--- config.mk ---
export PLATFORM = sky130hd
export DESIGN_NAME = usbw_csr
export DESIGN_NICKNAME = d
export VERILOG_FILES = /design/src/rtl/usbw_csr_pkg.sv /design/src/rtl/usbw_csr_decode.sv /design/src/rtl/usbw_csr_cfg.sv /design/src/rtl/usbw_csr_irq.sv /design/src/rtl/usbw_csr.sv
export SDC_FILE = /design/constraint.sdc
export NUM_CORES = 1
export LEC_CHECK = 0
export BUFFER_PORTS_ARGS = -buffer_cell sky130_fd_sc_hd__buf_2
export CAP_MARGIN = 5
export CORE_AREA = 2 2 67 69
export CTS_CLUSTER_DIAMETER = 100
export DETAILED_ROUTE_END_ITERATION = 10
export DIE_AREA = 0 0 69 71
export PLACE_DENSITY = 0.81
export SYNTH_ARGS = -nofsm -noshare
export SYNTH_HDL_FRONTEND = slang
export SYNTH_SLANG_ARGS = --single-unit
--- constraint.sdc ---
create_clock -name clk -period 1.65 [get_ports clk]
set_clock_uncertainty 0.15 [all_clocks]
set_input_delay 0.0825 -clock clk [delete_from_list [all_inputs] [get_ports clk]]
set_output_delay 0.0825 -clock clk [all_outputs]
set_load 0.01 [all_outputs]
--- src/rtl/usbw_csr_pkg.sv ---
package usbw_csr_pkg;
    localparam int DATA_W   = 32;
    localparam int BYPASS_W = 4;
    localparam int PORT_W   = 5;
    localparam int FLADJ_W  = 6;
    localparam int NUM_SRC  = 2;

    localparam logic [7:0] OFF_BYPASS = 8'h30;
    localparam logic [7:0] OFF_PORT   = 8'h34;
    localparam logic [7:0] OFF_FLADJ  = 8'h38;
    localparam logic [7:0] OFF_ENDIAN = 8'h40;
    localparam logic [7:0] OFF_COHER  = 8'h44;
    localparam logic [7:0] OFF_BME    = 8'h48;
    localparam logic [7:0] OFF_STATUS = 8'h64;
    localparam logic [7:0] OFF_MASK   = 8'h68;
    localparam logic [7:0] OFF_EN     = 8'h6C;
    localparam logic [7:0] OFF_DIS    = 8'h70;

    localparam logic [1:0] SIZE_WORD = 2'd2;

    typedef enum logic [3:0] {
        SEL_NONE,
        SEL_BYPASS,
        SEL_PORT,
        SEL_FLADJ,
        SEL_ENDIAN,
        SEL_COHER,
        SEL_BME,
        SEL_STATUS,
        SEL_MASK,
        SEL_EN,
        SEL_DIS
    } reg_sel_e;

    typedef struct packed {
        logic [BYPASS_W-1:0] bypass;
        logic [PORT_W-1:0]   port;
        logic [FLADJ_W-1:0]  fladj;
        logic                endian;
        logic                coher;
        logic                bme;
    } cfg_t;

    typedef struct packed {
        logic [NUM_SRC-1:0] status;
        logic [NUM_SRC-1:0] mask;
    } irq_state_t;
endpackage

--- src/rtl/usbw_csr_decode.sv ---
module usbw_csr_decode
    import usbw_csr_pkg::*;
#(
    parameter int ADDR_W = 8
) (
    input  logic [ADDR_W-1:0] addr,
    output reg_sel_e          sel
);
    localparam int OFF_W = 8;

    function automatic logic hit(input logic [ADDR_W-1:0] a, input logic [OFF_W-1:0] off);
        return a == ADDR_W'(off);
    endfunction

    always_comb begin
        sel = SEL_NONE;
        if      (hit(addr, OFF_BYPASS)) sel = SEL_BYPASS;
        else if (hit(addr, OFF_PORT))   sel = SEL_PORT;
        else if (hit(addr, OFF_FLADJ))  sel = SEL_FLADJ;
        else if (hit(addr, OFF_ENDIAN)) sel = SEL_ENDIAN;
        else if (hit(addr, OFF_COHER))  sel = SEL_COHER;
        else if (hit(addr, OFF_BME))    sel = SEL_BME;
        else if (hit(addr, OFF_STATUS)) sel = SEL_STATUS;
        else if (hit(addr, OFF_MASK))   sel = SEL_MASK;
        else if (hit(addr, OFF_EN))     sel = SEL_EN;
        else if (hit(addr, OFF_DIS))    sel = SEL_DIS;
    end
endmodule

--- src/rtl/usbw_csr_cfg.sv ---
module usbw_csr_cfg
    import usbw_csr_pkg::*;
(
    input  logic              clk,
    input  logic              rst_n,
    input  logic              wr_en,
    input  reg_sel_e          sel,
    input  logic [DATA_W-1:0] wdata,
    output cfg_t              cfg
);
    cfg_t cfg_d, cfg_q;

    always_comb begin
        cfg_d = cfg_q;
        if (wr_en) begin
            unique case (sel)
                SEL_BYPASS: cfg_d.bypass = wdata[BYPASS_W-1:0];
                SEL_PORT:   cfg_d.port   = wdata[PORT_W-1:0];
                SEL_FLADJ:  cfg_d.fladj  = wdata[FLADJ_W-1:0];
                SEL_ENDIAN: cfg_d.endian = wdata[0];
                SEL_COHER:  cfg_d.coher  = wdata[0];
                SEL_BME:    cfg_d.bme    = wdata[0];
                default:    cfg_d        = cfg_q;
            endcase
        end
    end

    always_ff @(posedge clk or negedge rst_n) begin
        if (!rst_n) cfg_q <= '0;
        else        cfg_q <= cfg_d;
    end

    assign cfg = cfg_q;
endmodule

--- src/rtl/usbw_csr_irq.sv ---
module usbw_csr_irq
    import usbw_csr_pkg::*;
(
    input  logic               clk,
    input  logic               rst_n,
    input  logic               clr_wr,
    input  logic               en_wr,
    input  logic               dis_wr,
    input  logic [NUM_SRC-1:0] wdata,
    input  logic [NUM_SRC-1:0] evt,
    output logic [NUM_SRC-1:0] status,
    output logic [NUM_SRC-1:0] mask,
    output logic               irq
);
    irq_state_t st_d, st_q;
    logic [NUM_SRC-1:0] clr_bits;

    always_comb begin
        st_d     = st_q;
        clr_bits = clr_wr ? wdata : '0;
        // events are ORed after the clear so a same-cycle event wins
        st_d.status = (st_q.status & ~clr_bits) | evt;
        if (en_wr)       st_d.mask = st_q.mask & ~wdata;
        else if (dis_wr) st_d.mask = st_q.mask | wdata;
    end

    always_ff @(posedge clk or negedge rst_n) begin
        if (!rst_n) begin
            st_q.status <= '0;
            st_q.mask   <= '1;
        end else begin
            st_q <= st_d;
        end
    end

    assign status = st_q.status;
    assign mask   = st_q.mask;
    assign irq    = |(st_q.status & ~st_q.mask);
endmodule

--- src/rtl/usbw_csr.sv ---
module usbw_csr
    import usbw_csr_pkg::*;
#(
    parameter int ADDR_W = 8
) (
    input  logic              clk,
    input  logic              rst_n,
    input  logic              bus_valid,
    input  logic              bus_write,
    input  logic [ADDR_W-1:0] bus_addr,
    input  logic [1:0]        bus_size,
    input  logic [31:0]       bus_wdata,
    output logic              bus_rvalid,
    output logic [31:0]       bus_rdata,
    input  logic              hw_host_err,
    output logic              irq,
    output logic [3:0]        filt_bypass,
    output logic              hub_perm_attach,
    output logic              pwr_ctrl_present,
    output logic              msi_enable,
    output logic              smi_on_cmd_wr,
    output logic              smi_on_bar_wr,
    output logic [5:0]        frame_adj,
    output logic              big_endian,
    output logic              coherent_en,
    output logic              bus_master_en
);
    typedef struct packed {
        logic              rvalid;
        logic [DATA_W-1:0] rdata;
    } rsp_t;

    reg_sel_e           sel;
    cfg_t               cfg;
    logic               acc_ok;
    logic               wr_ok;
    logic               dec_err;
    logic [NUM_SRC-1:0] sts_vec;
    logic [NUM_SRC-1:0] msk_vec;
    logic [NUM_SRC-1:0] evt_vec;
    logic [DATA_W-1:0]  rd_mux;
    rsp_t               rsp_d, rsp_q;
    logic               unused_wdata;

    assign unused_wdata = ^bus_wdata[DATA_W-1:FLADJ_W];

    usbw_csr_decode #(.ADDR_W(ADDR_W)) u_dec (
        .addr (bus_addr),
        .sel  (sel)
    );

    assign acc_ok  = bus_valid && (bus_size == SIZE_WORD);
    assign wr_ok   = acc_ok && bus_write;
    assign dec_err = acc_ok && (sel == SEL_NONE);
    assign evt_vec = {hw_host_err, dec_err};

    usbw_csr_cfg u_cfg (
        .clk   (clk),
        .rst_n (rst_n),
        .wr_en (wr_ok),
        .sel   (sel),
        .wdata (bus_wdata),
        .cfg   (cfg)
    );

    usbw_csr_irq u_irq (
        .clk    (clk),
        .rst_n  (rst_n),
        .clr_wr (wr_ok && sel == SEL_STATUS),
        .en_wr  (wr_ok && sel == SEL_EN),
        .dis_wr (wr_ok && sel == SEL_DIS),
        .wdata  (bus_wdata[NUM_SRC-1:0]),
        .evt    (evt_vec),
        .status (sts_vec),
        .mask   (msk_vec),
        .irq    (irq)
    );

    always_comb begin
        rd_mux = '0;
        unique case (sel)
            SEL_BYPASS: rd_mux = DATA_W'(cfg.bypass);
            SEL_PORT:   rd_mux = DATA_W'(cfg.port);
            SEL_FLADJ:  rd_mux = DATA_W'(cfg.fladj);
            SEL_ENDIAN: rd_mux = DATA_W'(cfg.endian);
            SEL_COHER:  rd_mux = DATA_W'(cfg.coher);
            SEL_BME:    rd_mux = DATA_W'(cfg.bme);
            SEL_STATUS: rd_mux = DATA_W'(sts_vec);
            SEL_MASK:   rd_mux = DATA_W'(msk_vec);
            default:    rd_mux = '0;
        endcase
    end

    always_comb begin
        rsp_d.rvalid = bus_valid && !bus_write;
        rsp_d.rdata  = (acc_ok && !bus_write) ? rd_mux : '0;
    end

    always_ff @(posedge clk or negedge rst_n) begin
        if (!rst_n) rsp_q <= '0;
        else        rsp_q <= rsp_d;
    end

    assign bus_rvalid       = rsp_q.rvalid;
    assign bus_rdata        = rsp_q.rdata;
    assign filt_bypass      = cfg.bypass;
    assign hub_perm_attach  = cfg.port[0];
    assign pwr_ctrl_present = cfg.port[1];
    assign msi_enable       = cfg.port[2];
    assign smi_on_cmd_wr    = cfg.port[3];
    assign smi_on_bar_wr    = cfg.port[4];
    assign frame_adj        = cfg.fladj;
    assign big_endian       = cfg.endian;
    assign coherent_en      = cfg.coher;
    assign bus_master_en    = cfg.bme;
endmodule

==> out/summary.log, run 1 <==
[finish] post-route standard cell area excluding fillers 2410 um2
[global_routing] wire length of the first global-routing pass 7270 um
[logic_synthesis] total standard cell area after synthesis 1830 um2
[global_routing] number of antenna violations at the first check in global routing 0
[detailed_routing] DRC Markers 0
[detailed_routing] DRT antenna net count 0
[pwr] clock network fraction of total power 44.6%
[global_routing] largest net degree at the start of global routing 30
[run_status] outcome finished clean
[worst_setup_path] CP Capture Type flip-flop
[floorplan] placeable core region 4200 um2
[detailed_routing] via count 1588
[clocking] H-tree lvl count 2
[floorplan] initial standard-cell utilization of the core 43.5%
[pwr] sequential share of power 41.9%
[floorplan] Rows 24
[clocking] number of cells upsized or downsized after cts 0
[clocking] count of clock tree sinks 29
[clocking] Skew-Pair Late Insertion Delay 0.29 ns
[timing] slew at the pin closest to its max-slew limit 0.672 ns
[flow_run] total of max-cap violations 0
[finish] final core utilization 57.4%
[pwr] PwrDens 712 nW/um2
[clocking] TritonCTS clock tree yes
[pwr] total net switching power 409 uW
[logic_synthesis] number of enable flip-flop cells after synthesis 0
[clocking] maximum root-to-sink buffer count 2
[finish] most common cell after layout, fill and taps aside sky130_fd_sc_hd__buf_2
[finish] relative area change from synthesis to final layout 32.2%
[worst_setup_path] data arrival time of the critical path 1.58 ns
[place] total half-perimeter wirelength after legalization and detailed placement 3440 um
[min_path] Min-Delay Path Class input port to flip-flop
[timing] final worst-path cycle share 94.4%
[place] count of port buffers added during placement 46
[floorplan] number of placed I/O pins 99
[pwr] Leak 1.22 nW
[detailed_routing] per-cell routed wire length 14.4 um
[logic_synthesis] synthesized area per cell 10.3 um2
[finish] share of final-layout standard cells stronger than drive strength 1 42.2%
[pwr] proportion of total power due to net switching 23.8%
[finish] nets 304
[logic_synthesis] total of flip-flops plus latches after synthesis 29
[pwr] internal power consumption 1.31 mW
[timing] final-layout setup total negative slack 0 ns
[pwr] Comb pwr share 13.5%
[floorplan] Die X 69 um
[floorplan] vertical die dimension 71 um
[global_routing] global route total overflow 0
[logic_synthesis] unique cell type count in the Yosys netlist 48
[worst_setup_path] worst endpoint required time 1.67 ns
[floorplan] die area 4900 um2
[timing] max-slew violation count 0
[logic_synthesis] Syn Inst Count 177
[detailed_routing] Detailed Routing Iterations Pass 1 4
[worst_setup_path] type of the worst setup path input port to flip-flop
[timing] minimum period implied by the final worst setup slack 1.56 ns
[worst_setup_path] worst-path fanout max 7
[timing] Final Setup Violations 0
[timing] RSZ-0062 raised after global routing false
[logic_synthesis] yosys warns 0
[global_routing] Total Routing Usage GR 19.0%
[timing] number of hold violations in the final report 0
[finish] most frequent cells in the layout sky130_fd_sc_hd__buf_2 (46), sky130_fd_sc_hd__dfrtp_1 (27), sky130_fd_sc_hd__conb_1 (26)
[clocking] Worst-path clk slew 0.07 ns
[timing] Max-Slew Margin vs Limit 55.2%
[global_routing] vias in the first global route 1572
[detailed_routing] Via-to-Cell Ratio 5.12
[clocking] clock root cell sky130_fd_sc_hd__clkbuf_8
[logic_synthesis] sequential share of the synthesized area 39.9%
[timing] maximum frequency from static timing analysis 642 MHz
[timing] worst hold slack 0.0315 ns
[finish] antenna fix cells 0
[detailed_routing] starting DRC count in detailed routing 71
[place] final weighted congestion in routability-driven placement 0.902
[logic_synthesis] post-synthesis async set-or-reset flop share 100%
[worst_setup_path] critical path startpoint category input port
[place] Post-DP Area 2200 um2
[detailed_routing] Routed Wire Length 4470 um
[pwr] worst ir drop on vdd 560 uV
[clocking] total CTS buffers 5
[logic_synthesis] Main synth FF type sky130_fd_sc_hd__dfrtp_1
[worst paths after layout]
path,from,endpoint,slack [ns],cells after the start
worst max-delay path,bus_addr[1],bus_rdata[3],0.09,5
worst min-delay path,bus_size[0],u_irq.status[0],0.03,3
worst max register to register,u_cfg.cfg[15],bus_rdata[1],0.22,4
worst min register to register,u_cfg.cfg[4],u_cfg.cfg[4],0.38,1
max in group asynchronous,rst_n,u_cfg.cfg[2],0.73,2
min in group asynchronous,rst_n,bus_rvalid,0.20,2
[power by group through the flow]
stage / clock [mW] / combinational, mW / sequential [mW]
after floorplan: 0 / 0.145 / 0.735
after global placement: 0 / 0.208 / 0.733
after detailed placement: 0 / 0.212 / 0.733
after CTS: 0.782 / 0.231 / 0.720
after global routing: 0.816 / 0.255 / 0.720
final: 0.766 / 0.232 / 0.720
[layout make-up]
type | instances | area (um2)
Multi-Input combinational cell | 135 | 956
Inverter | 5 | 18.8
Sequential cell | 29 | 728
Timing Repair Buffer | 81 | 531
Clock inverter | 1 | 30.0
Tap cell | 52 | 65.1
Fill cell | 378 | 1790
Clock buffer | 7 | 86.3
[cell usage after synthesis, types with 3 or more instances]
library cell	instances	area, um2
sky130_fd_sc_hd__a211oi_1	3	22.5
sky130_fd_sc_hd__a21oi_1	11	55.1
sky130_fd_sc_hd__a22o_1	3	26.3
sky130_fd_sc_hd__buf_2	3	15.0
sky130_fd_sc_hd__buf_4	26	195
sky130_fd_sc_hd__dfrtp_1	27	676
sky130_fd_sc_hd__inv_1	5	18.8
sky130_fd_sc_hd__mux2_2	19	214
sky130_fd_sc_hd__nand2_1	12	45.0
sky130_fd_sc_hd__nor2_1	4	15.0
sky130_fd_sc_hd__nor2b_1	6	37.5
sky130_fd_sc_hd__nor4b_1	5	43.8
sky130_fd_sc_hd__o21ai_0	4	20.0
[layer usage]
| metal | track usage (%) | part of all wire (%) |
|---|---|---|
| met3 | 6.27 | 7.3 |
| met1 | 23.0 | 41 |
| met2 | 31.6 | 50 |
| met5 | 0 | 0 |
| met4 | 7.63 | 1.1 |
[worst max-delay path, stage by stage]
cell                        delay [ns]
sky130_fd_sc_hd__buf_2            0.10
sky130_fd_sc_hd__or2_4            0.25
sky130_fd_sc_hd__or4b_4           0.52
sky130_fd_sc_hd__a31o_4           0.29
sky130_fd_sc_hd__a2111oi_2        0.32
[through the flow]
| step | std cells | power (mW) | setup slack, ns |
|---|---|---|---|
| finish | 310 | 1.72 | 0.0917 |
| global route | 310 | 1.79 | 0.0886 |
| CTS | 310 | 1.73 | 0.0967 |
| detailed placement | 292 | 0.945 | -0.207 |
| global placement | 292 | 0.941 | -0.143 |
| floorplan | 202 | 0.880 | -0.0000779 |
[sequential cells by signal (all words and copies together) (netlist names), named ones only]
signal / cells
bus_rvalid: 1
u_irq.status: 2
u_cfg.cfg: 18
bus_rdata: 6
[kinds of logic after synthesis]
kind of cell,synth area share [%]
AO/OA/AOI/OAI,15.8
AND/OR/NAND/NOR,17.5
multiplexers,12.8
flip-flops,39.9
XOR/XNOR,0.480
buffers and inverters,13.4
other,0.205
[what timing repair did]
| item | 4_1_cts | 5_1_grt |
|---|---|---|
| hold endpoints to repair | 43 | 0 |
| buffers inserted | 0 | 0 |
| hold buffers | 10 | 0 |
(Power assumes the default switching activity.)
==> inputs of run 2 (changes only) <==
--- a/config.mk
+++ b/config.mk
@@ -7,11 +7,11 @@
 export LEC_CHECK = 0
 export BUFFER_PORTS_ARGS = -buffer_cell sky130_fd_sc_hd__buf_2
 export CAP_MARGIN = 5
-export CORE_AREA = 2 2 67 69
+export CORE_AREA = 2 2 82 84
 export CTS_CLUSTER_DIAMETER = 100
 export DETAILED_ROUTE_END_ITERATION = 10
-export DIE_AREA = 0 0 69 71
-export PLACE_DENSITY = 0.81
+export DIE_AREA = 0 0 84 86
+export PLACE_DENSITY = 0.58
 export SYNTH_ARGS = -nofsm -noshare
 export SYNTH_HDL_FRONTEND = slang
 export SYNTH_SLANG_ARGS = --single-unit
==> out/summary.log, run 2 (same netlist as run 1, synthesis figures left out) <==
[floorplan] number of placed I/O pins 99 [unchanged]
[timing] slew at the pin closest to its max-slew limit 0.678 ns [+0.00657 ns]
[place] total half-perimeter wirelength after legalization and detailed placement 3490 um [+1.4%]
[global_routing] number of antenna violations at the first check in global routing 0 [unchanged]
[timing] worst hold slack 0.0351 ns [+0.00359 ns]
[floorplan] placeable core region 6280 um2 [+49%]
[finish] nets 304 [unchanged]
[clocking] Worst-path clk slew 0.06 ns [about the same]
[global_routing] vias in the first global route 1467 [-6.7%]
[global_routing] Total Routing Usage GR 13.0% [-6.0 points]
[detailed_routing] Via-to-Cell Ratio 4.65 [-9.3%]
[clocking] TritonCTS clock tree yes
[finish] share of final-layout standard cells stronger than drive strength 1 42.6% [+0.39 points]
[timing] Max-Slew Margin vs Limit 54.8% [-0.44 points]
[pwr] worst ir drop on vdd 398 uV [-29%]
[timing] minimum period implied by the final worst setup slack 1.53 ns [-0.0238 ns]
[finish] fill count 648 [+71%]
[worst_setup_path] CP Capture Type flip-flop
[detailed_routing] via count 1557 [-2.0%]
[floorplan] Die X 84 um [+22%]
[detailed_routing] starting DRC count in detailed routing 62 [-13%]
[pwr] total power of the final layout 1.59 mW [-7.6%]
[timing] maximum frequency from static timing analysis 652 MHz [+1.5%]
[detailed_routing] DRC Markers 0 [unchanged]
[detailed_routing] Routed Wire Length 4500 um [+0.69%]
[timing] max-slew violation count 0 [unchanged]
[detailed_routing] DRT antenna net count 0 [unchanged]
[global_routing] largest net degree at the start of global routing 30 [unchanged]
[finish] sequential cell area 728 um2 [unchanged]
[worst_setup_path] worst endpoint required time 1.67 ns [about the same]
[timing] Final Setup Violations 0 [unchanged]
[clocking] maximum root-to-sink buffer count 2 [unchanged]
[floorplan] initial standard-cell utilization of the core 29.1% [-14 points]
[timing] number of hold violations in the final report 0 [unchanged]
[place] worst slack at placement -0.175 ns [+0.0318 ns]
[global_routing] global route total overflow 0 [unchanged]
[clocking] number of cells upsized or downsized after cts 0 [unchanged]
[finish] antenna fix cells 0 [unchanged]
[worst_setup_path] critical path startpoint category input port
[clocking] Skew-Pair Late Insertion Delay 0.28 ns [about the same]
[place] count of port buffers added during placement 46 [unchanged]
[clocking] H-tree lvl count 2 [unchanged]
[pwr] Leak 1.21 nW [-0.77%]
[clocking] clock root cell sky130_fd_sc_hd__clkbuf_8
[timing] final worst-path cycle share 93.0% [-1.4 points]
[global_routing] wire length of the first global-routing pass 7450 um [+2.5%]
[detailed_routing] Detailed Routing Iterations Pass 1 4 [unchanged]
[floorplan] die area 7220 um2 [+47%]
[floorplan] Rows 29 [+21%]
[floorplan] vertical die dimension 86 um [+21%]
[finish] most frequent cells in the layout sky130_fd_sc_hd__buf_2 (46), sky130_fd_sc_hd__dfrtp_1 (27), sky130_fd_sc_hd__conb_1 (26)
[finish] most common cell after layout, fill and taps aside sky130_fd_sc_hd__buf_2
[detailed_routing] per-cell routed wire length 13.4 um [-6.8%]
[finish] relative area change from synthesis to final layout 32.4%
[worst_setup_path] data arrival time of the critical path 1.55 ns [-0.03 ns]
[clocking] # Post-CTS Setup Buffers 0 [unchanged]
[timing] RSZ-0062 raised after global routing false
[pwr] PwrDens 657 nW/um2 [-7.7%]
[clocking] total CTS buffers 5 [unchanged]
[finish] number of flip-flops under the largest register name 18 [unchanged]
[min_path] Min-Delay Path Class input port to flip-flop
[worst_setup_path] worst-path fanout max 7 [unchanged]
[timing] fin worst setup slack 0.115 ns [+0.0238 ns]
[flow_run] total of max-cap violations 0 [unchanged]
[clocking] count of clock tree sinks 29 [unchanged]
[run_status] outcome finished clean
[finish] area occupied by multi-input gates 956 um2 [unchanged]
[place] final weighted congestion in routability-driven placement 0.825 [-8.6%]
[worst_setup_path] type of the worst setup path input port to flip-flop
==> run 2: changes by cell type in the layout (fill, tap and decap cells not counted) <==
| cell | before | now |
|---|---|---|
| sky130_fd_sc_hd__buf_12 | 1 | 0 |
| sky130_fd_sc_hd__clkbuf_1 | 1 | 0 |
| sky130_fd_sc_hd__clkbuf_8 | 6 | 7 |
| sky130_fd_sc_hd__clkinv_2 | 0 | 1 |
| sky130_fd_sc_hd__bufinv_16 | 1 | 0 |
| sky130_fd_sc_hd__buf_4 | 24 | 25 |
==> run 2: worst paths after layout <==
check | end | slack (ns) | depth (start not counted) | start
setup reg to reg | bus_rdata[1] | 0.30 | 4 | u_cfg.cfg[4]
hold / removal | u_irq.status[0] | 0.04 | 3 | bus_size[0]
setup / recovery | bus_rdata[3] | 0.12 | 5 | bus_addr[1]
max in group asynchronous | u_cfg.cfg[8] | 0.69 | 2 | rst_n
hold reg to reg | flip-flop | 0.37 | 2 | flip-flop
min in group asynchronous | bus_rvalid | 0.22 | 2 | rst_n
==> run 2: per-layer routing <==
layer | track usage [%] | wire (um) | up-vias
met2 | 20.3 | 1950 | 60
met5 | 0 | 0 | -
li1 | - | - | 761
met1 | 17.7 | 2210 | 730
met4 | 3.96 | 52 | 0
met3 | 3.56 | 286 | 6
==> run 2: repair_timing <==
action	CTS	global route
hold buffers	10	0
setup endpoints to repair	0	0
endpoints found under the hold margin	40	0
==> run 2: critical path: stages <==
cell	delay (ns)
sky130_fd_sc_hd__buf_2	0.10
sky130_fd_sc_hd__or2_4	0.25
sky130_fd_sc_hd__or4b_4	0.52
sky130_fd_sc_hd__a31o_4	0.29
sky130_fd_sc_hd__a2111oi_2	0.30
==> run 2: power breakdown <==
group | internal, mW | total [mW] | switching [mW]
clock network | 0.376 | 0.640 | 0.264
registers | 0.717 | 0.720 | 0.00349
logic | 0.0972 | 0.227 | 0.130
==> run 2: area by class of cell <==
type | count | share of cell area, %
sequential | 29 | 30.1
multi-input combinational | 135 | 39.5
timing repair buffer | 81 | 21.4
tap | 77 | 3.98
clock inverter | 1 | 0.207
inverter | 5 | 0.776
clock buffer | 7 | 3.98
==> run 2: per-stage QoR <==
| step | std cells | TNS (ns) | util (%) | area [um2] |
|---|---|---|---|---|
| 2_1_floorplan | 202 | -0.000156 | - | 1930 |
| 3_3_place_gp | 317 | -0.928 | 35.3 | 2220 |
| 3_5_place_dp | 317 | -1.14 | 35.3 | 2220 |
| 4_1_cts | 335 | 0 | 38.5 | 2420 |
| 5_1_grt | 335 | 0 | 38.5 | 2420 |
| 6_report | 335 | 0 | 38.5 | 2420 |
==> inputs of run 3 (changes only) <==
--- a/config.mk
+++ b/config.mk
@@ -5,13 +5,14 @@
 export SDC_FILE = /design/constraint.sdc
 export NUM_CORES = 1
 export LEC_CHECK = 0
+export ABC_AREA = 1
 export BUFFER_PORTS_ARGS = -buffer_cell sky130_fd_sc_hd__buf_2
 export CAP_MARGIN = 5
-export CORE_AREA = 2 2 82 84
+export CORE_AREA = 2 2 79 81
 export CTS_CLUSTER_DIAMETER = 100
 export DETAILED_ROUTE_END_ITERATION = 10
-export DIE_AREA = 0 0 84 86
-export PLACE_DENSITY = 0.58
+export DIE_AREA = 0 0 81 83
+export PLACE_DENSITY = 0.61
 export SYNTH_ARGS = -nofsm -noshare
 export SYNTH_HDL_FRONTEND = slang
 export SYNTH_SLANG_ARGS = --single-unit
==> constraint.sdc (replaced) <==
create_clock -name clk -period 1.35 [get_ports clk]
set_clock_uncertainty 0.15 [all_clocks]
set_input_delay 0.0675 -clock clk [delete_from_list [all_inputs] [get_ports clk]]
set_output_delay 0.0675 -clock clk [all_outputs]
set_load 0.01 [all_outputs]
==> out/summary.log, run 3 <==
[logic_synthesis] fraction of post-synthesis cell area in the top cell type by area 39.6% [+2.6 points]
[clocking] H-tree lvl count 2 [unchanged]
[min_path] Min-Delay Path Class input port to flip-flop
[pwr] sequential share of power 43.8% [-1.6 points]
[finish] post-route standard cell area excluding fillers 2240 um2 [-7.4%]
[logic_synthesis] number of enable flip-flop cells after synthesis 0 [unchanged]
[place] Post-DP Area 2030 um2 [-8.4%]
[floorplan] initial standard-cell utilization of the core 29.3% [+0.24 points]
[finish] fill count 638 [-1.5%]
[detailed_routing] met3 routed WL 347 um [+21%]
[timing] number of hold violations in the final report 5 [+5]
[global_routing] largest net degree at the start of global routing 30 [unchanged]
[pwr] worst ir drop on vdd 321 uV [-20%]
[detailed_routing] amount of wire on met2 after detailed routing 1770 um [-9.3%]
[logic_synthesis] Syn Inst Count 219 [+24%]
[finish] nets 340 [+12%]
[pwr] proportion of total power due to net switching 23.1% [-1.9 points]
[clocking] count of clock tree sinks 29 [unchanged]
[logic_synthesis] post-synthesis async set-or-reset flop share 100% [unchanged]
[finish] most frequent cells in the layout sky130_fd_sc_hd__nand2_1 (52), sky130_fd_sc_hd__buf_2 (46), sky130_fd_sc_hd__nor2_1 (28)
[timing] worst hold slack -0.00587 ns [-0.0409 ns]
[detailed_routing] top layer reached by signal wires met4
[finish] most common cell after layout, fill and taps aside sky130_fd_sc_hd__nand2_1
[worst_setup_path] type of the worst setup path input port to flip-flop
[floorplan] vertical die dimension 83 um [-3.5%]
[pwr] clock network fraction of total power 46.5% [+6.2 points]
[clocking] clock root cell sky130_fd_sc_hd__clkbuf_8
[detailed_routing] starting DRC count in detailed routing 89 [+44%]
[detailed_routing] DRC Markers 0 [unchanged]
[pwr] Leak 1.25 nW [+2.8%]
[floorplan] Rows 28 [-3.4%]
[worst_setup_path] worst setup path startpoint bus_write
[detailed_routing] per-cell routed wire length 10.6 um [-21%]
[clocking] TritonCTS clock tree yes
[clocking] Worst-path clk slew 0.06 ns [about the same]
[place] final weighted congestion in routability-driven placement 0.801 [-2.9%]
[global_routing] number of antenna violations at the first check in global routing 0 [unchanged]
[timing] RSZ-0062 raised after global routing false
[worst_setup_path] critical path startpoint category input port
[global_routing] vias in the first global route 1421 [-3.1%]
[worst_setup_path] worst-path fanout max 3 [-4]
[clocking] maximum root-to-sink buffer count 2 [unchanged]
[pwr] internal power consumption 1.55 mW [+30%]
[timing] minimum period implied by the final worst setup slack 1.31 ns
[worst_setup_path] worst endpoint required time 1.41 ns [-0.26 ns]
[global_routing] Total Routing Usage GR 12.3% [-0.70 points]
[finish] share of final-layout standard cells stronger than drive strength 1 29.9% [-13 points]
[pwr] Comb pwr share 9.7% [-4.6 points]
[place] total half-perimeter wirelength after legalization and detailed placement 3080 um [-12%]
[detailed_routing] Detailed Routing Iterations Pass 1 4 [unchanged]
[clocking] total CTS buffers 5 [unchanged]
[timing] final-layout setup total negative slack 0 ns [unchanged]
[logic_synthesis] Main synth FF type sky130_fd_sc_hd__dfrtp_1
[logic_synthesis] total standard cell area after synthesis 1710 um2 [-6.6%]
[logic_synthesis] unique cell type count in the Yosys netlist 27 [-44%]
[worst_setup_path] data arrival time of the critical path 1.37 ns [-0.18 ns]
[run_status] failing checks hold timing
[place] count of port buffers added during placement 46 [unchanged]
[floorplan] die area 6720 um2 [-6.9%]
[pwr] PwrDens 900 nW/um2 [+37%]
[global_routing] global route total overflow 0 [unchanged]
[pwr] total net switching power 466 uW [+17%]
[logic_synthesis] total of flip-flops plus latches after synthesis 29 [unchanged]
[logic_synthesis] list of most frequent post-synthesis cells sky130_fd_sc_hd__nand2_1 (52), sky130_fd_sc_hd__nor2_1 (28), sky130_fd_sc_hd__dfrtp_1 (27)
[logic_synthesis] count leader, synth sky130_fd_sc_hd__nand2_1
[finish] antenna fix cells 0 [unchanged]
[logic_synthesis] synthesized area per cell 7.79 um2 [-24%]
[logic_synthesis] yosys warns 0 [unchanged]
[timing] final worst-path cycle share 96.8%
[floorplan] Die X 81 um [-3.6%]
[run_status] outcome finished with violations
[worst_setup_path] CP Capture Type flip-flop
[detailed_routing] via count 1528 [-1.9%]
[min_path] source of the worst hold timing path bus_wdata[1]
[timing] Final Setup Violations 0 [unchanged]
[floorplan] placeable core region 5820 um2 [-7.4%]
[timing] maximum frequency from static timing analysis 765 MHz
[floorplan] number of placed I/O pins 99 [unchanged]
[logic_synthesis] Synth area leaders sky130_fd_sc_hd__dfrtp_1 (40%), sky130_fd_sc_hd__buf_4 (11%), sky130_fd_sc_hd__nand2_1 (11%), sky130_fd_sc_hd__nor2_1 (6.2%), sky130_fd_sc_hd__o21ai_0 (5.0%)
[detailed_routing] sum of routed wire segments on met1 1770 um [-20%]
[detailed_routing] Routed Wire Length 3910 um [-13%]
[detailed_routing] Via-to-Cell Ratio 4.14 [-11%]
[finish] number of flip-flops under the largest register name 18 [unchanged]
[detailed_routing] DRT antenna net count 0 [unchanged]
[logic_synthesis] cell type contributing the most total cell area after synthesis sky130_fd_sc_hd__dfrtp_1
[timing] max-slew violation count 0 [unchanged]
[clocking] Skew-Pair Late Insertion Delay 0.28 ns [about the same]
[logic_synthesis] sequential share of the synthesized area 42.7% [+2.8 points]
[flow_run] total of max-cap violations 0 [unchanged]
[global_routing] wire length of the first global-routing pass 6510 um [-13%]
[finish] relative area change from synthesis to final layout 31.2%
[run 3: stage by stage]
step	util (%)	total power, mW	cells	setup slack [ns]
after floorplan	-	1.05	244	0.220
after global placement	34.9	1.07	352	-0.0353
after detailed placement	34.9	1.08	352	-0.0545
after CTS	38.5	2.03	369	0.0557
after global routing	38.5	2.12	369	0.00257
final	38.5	2.01	369	0.0428
[run 3: cell families (layout without fill, tap and decap cells)]
group / after synthesis / count (layout) / share of synthesized area (%)
flip-flops: 29 / 29 / 42.7
buffers and inverters: 53 / 103 / 17.5
other: 1 / 26 / 0.220
multiplexers: 1 / 1 / 0.660
AO/OA/AOI/OAI: 35 / 35 / 11.6
AND/OR/NAND/NOR: 100 / 100 / 27.3
[run 3: metal layers]
layer / track usage [%] / vias to the layer above
met5: 0 / -
met4: 1.85 / 0
met3: 4.78 / 3
met2: 19.2 / 53
met1: 16.5 / 680
li1: - / 792
[run 3: worst max-delay path: stages]
cell and delay [ns]:
sky130_fd_sc_hd__buf_2 0.11, sky130_fd_sc_hd__dlygate4sd3_1 0.55, sky130_fd_sc_hd__nor2_1 0.09, sky130_fd_sc_hd__dlygate4sd3_1 0.55
[run 3: final cells by class]
type / instances / area (um2) / share of cell area, %
multi-input combinational: 162 / 773 / 34.5
clock buffer: 7 / 86.3 / 3.86
sequential: 29 / 728 / 32.5
tap: 75 / 93.8 / 4.19
clock inverter: 1 / 30.0 / 1.34
inverter: 25 / 93.8 / 4.19
timing repair buffer: 70 / 433 / 19.3
[run 3: final timing paths]
| path | endpoint | slack, ns | depth (start not counted) |
|---|---|---|---|
| hold reg to reg | u_cfg.cfg[5] | 0.37 | 2 |
| setup / recovery | bus_rvalid | 0.04 | 4 |
| hold / removal | u_cfg.cfg[10] | -0.006 | 3 |
| max in group asynchronous | asynchronous set/reset pin | 0.56 | 3 |
| setup reg to reg | bus_rdata[1] | 0.20 | 4 |
| min in group asynchronous | u_cfg.cfg[4] | 0.17 | 3 |
[run 3: repair_timing]
item	in CTS	in global routing
buffers inserted	0	0
endpoints found under the hold margin	41	0
hold buffers	9	0
resized for setup	0	0
[run 3: power groups by stage]
stage / registers, mW / clock network [mW] / logic, mW
after floorplan: 0.901 / 0 / 0.148
after global placement: 0.898 / 0 / 0.177
after detailed placement: 0.898 / 0 / 0.179
after CTS: 0.882 / 0.950 / 0.199
after global routing: 0.883 / 1.01 / 0.226
final: 0.882 / 0.936 / 0.196
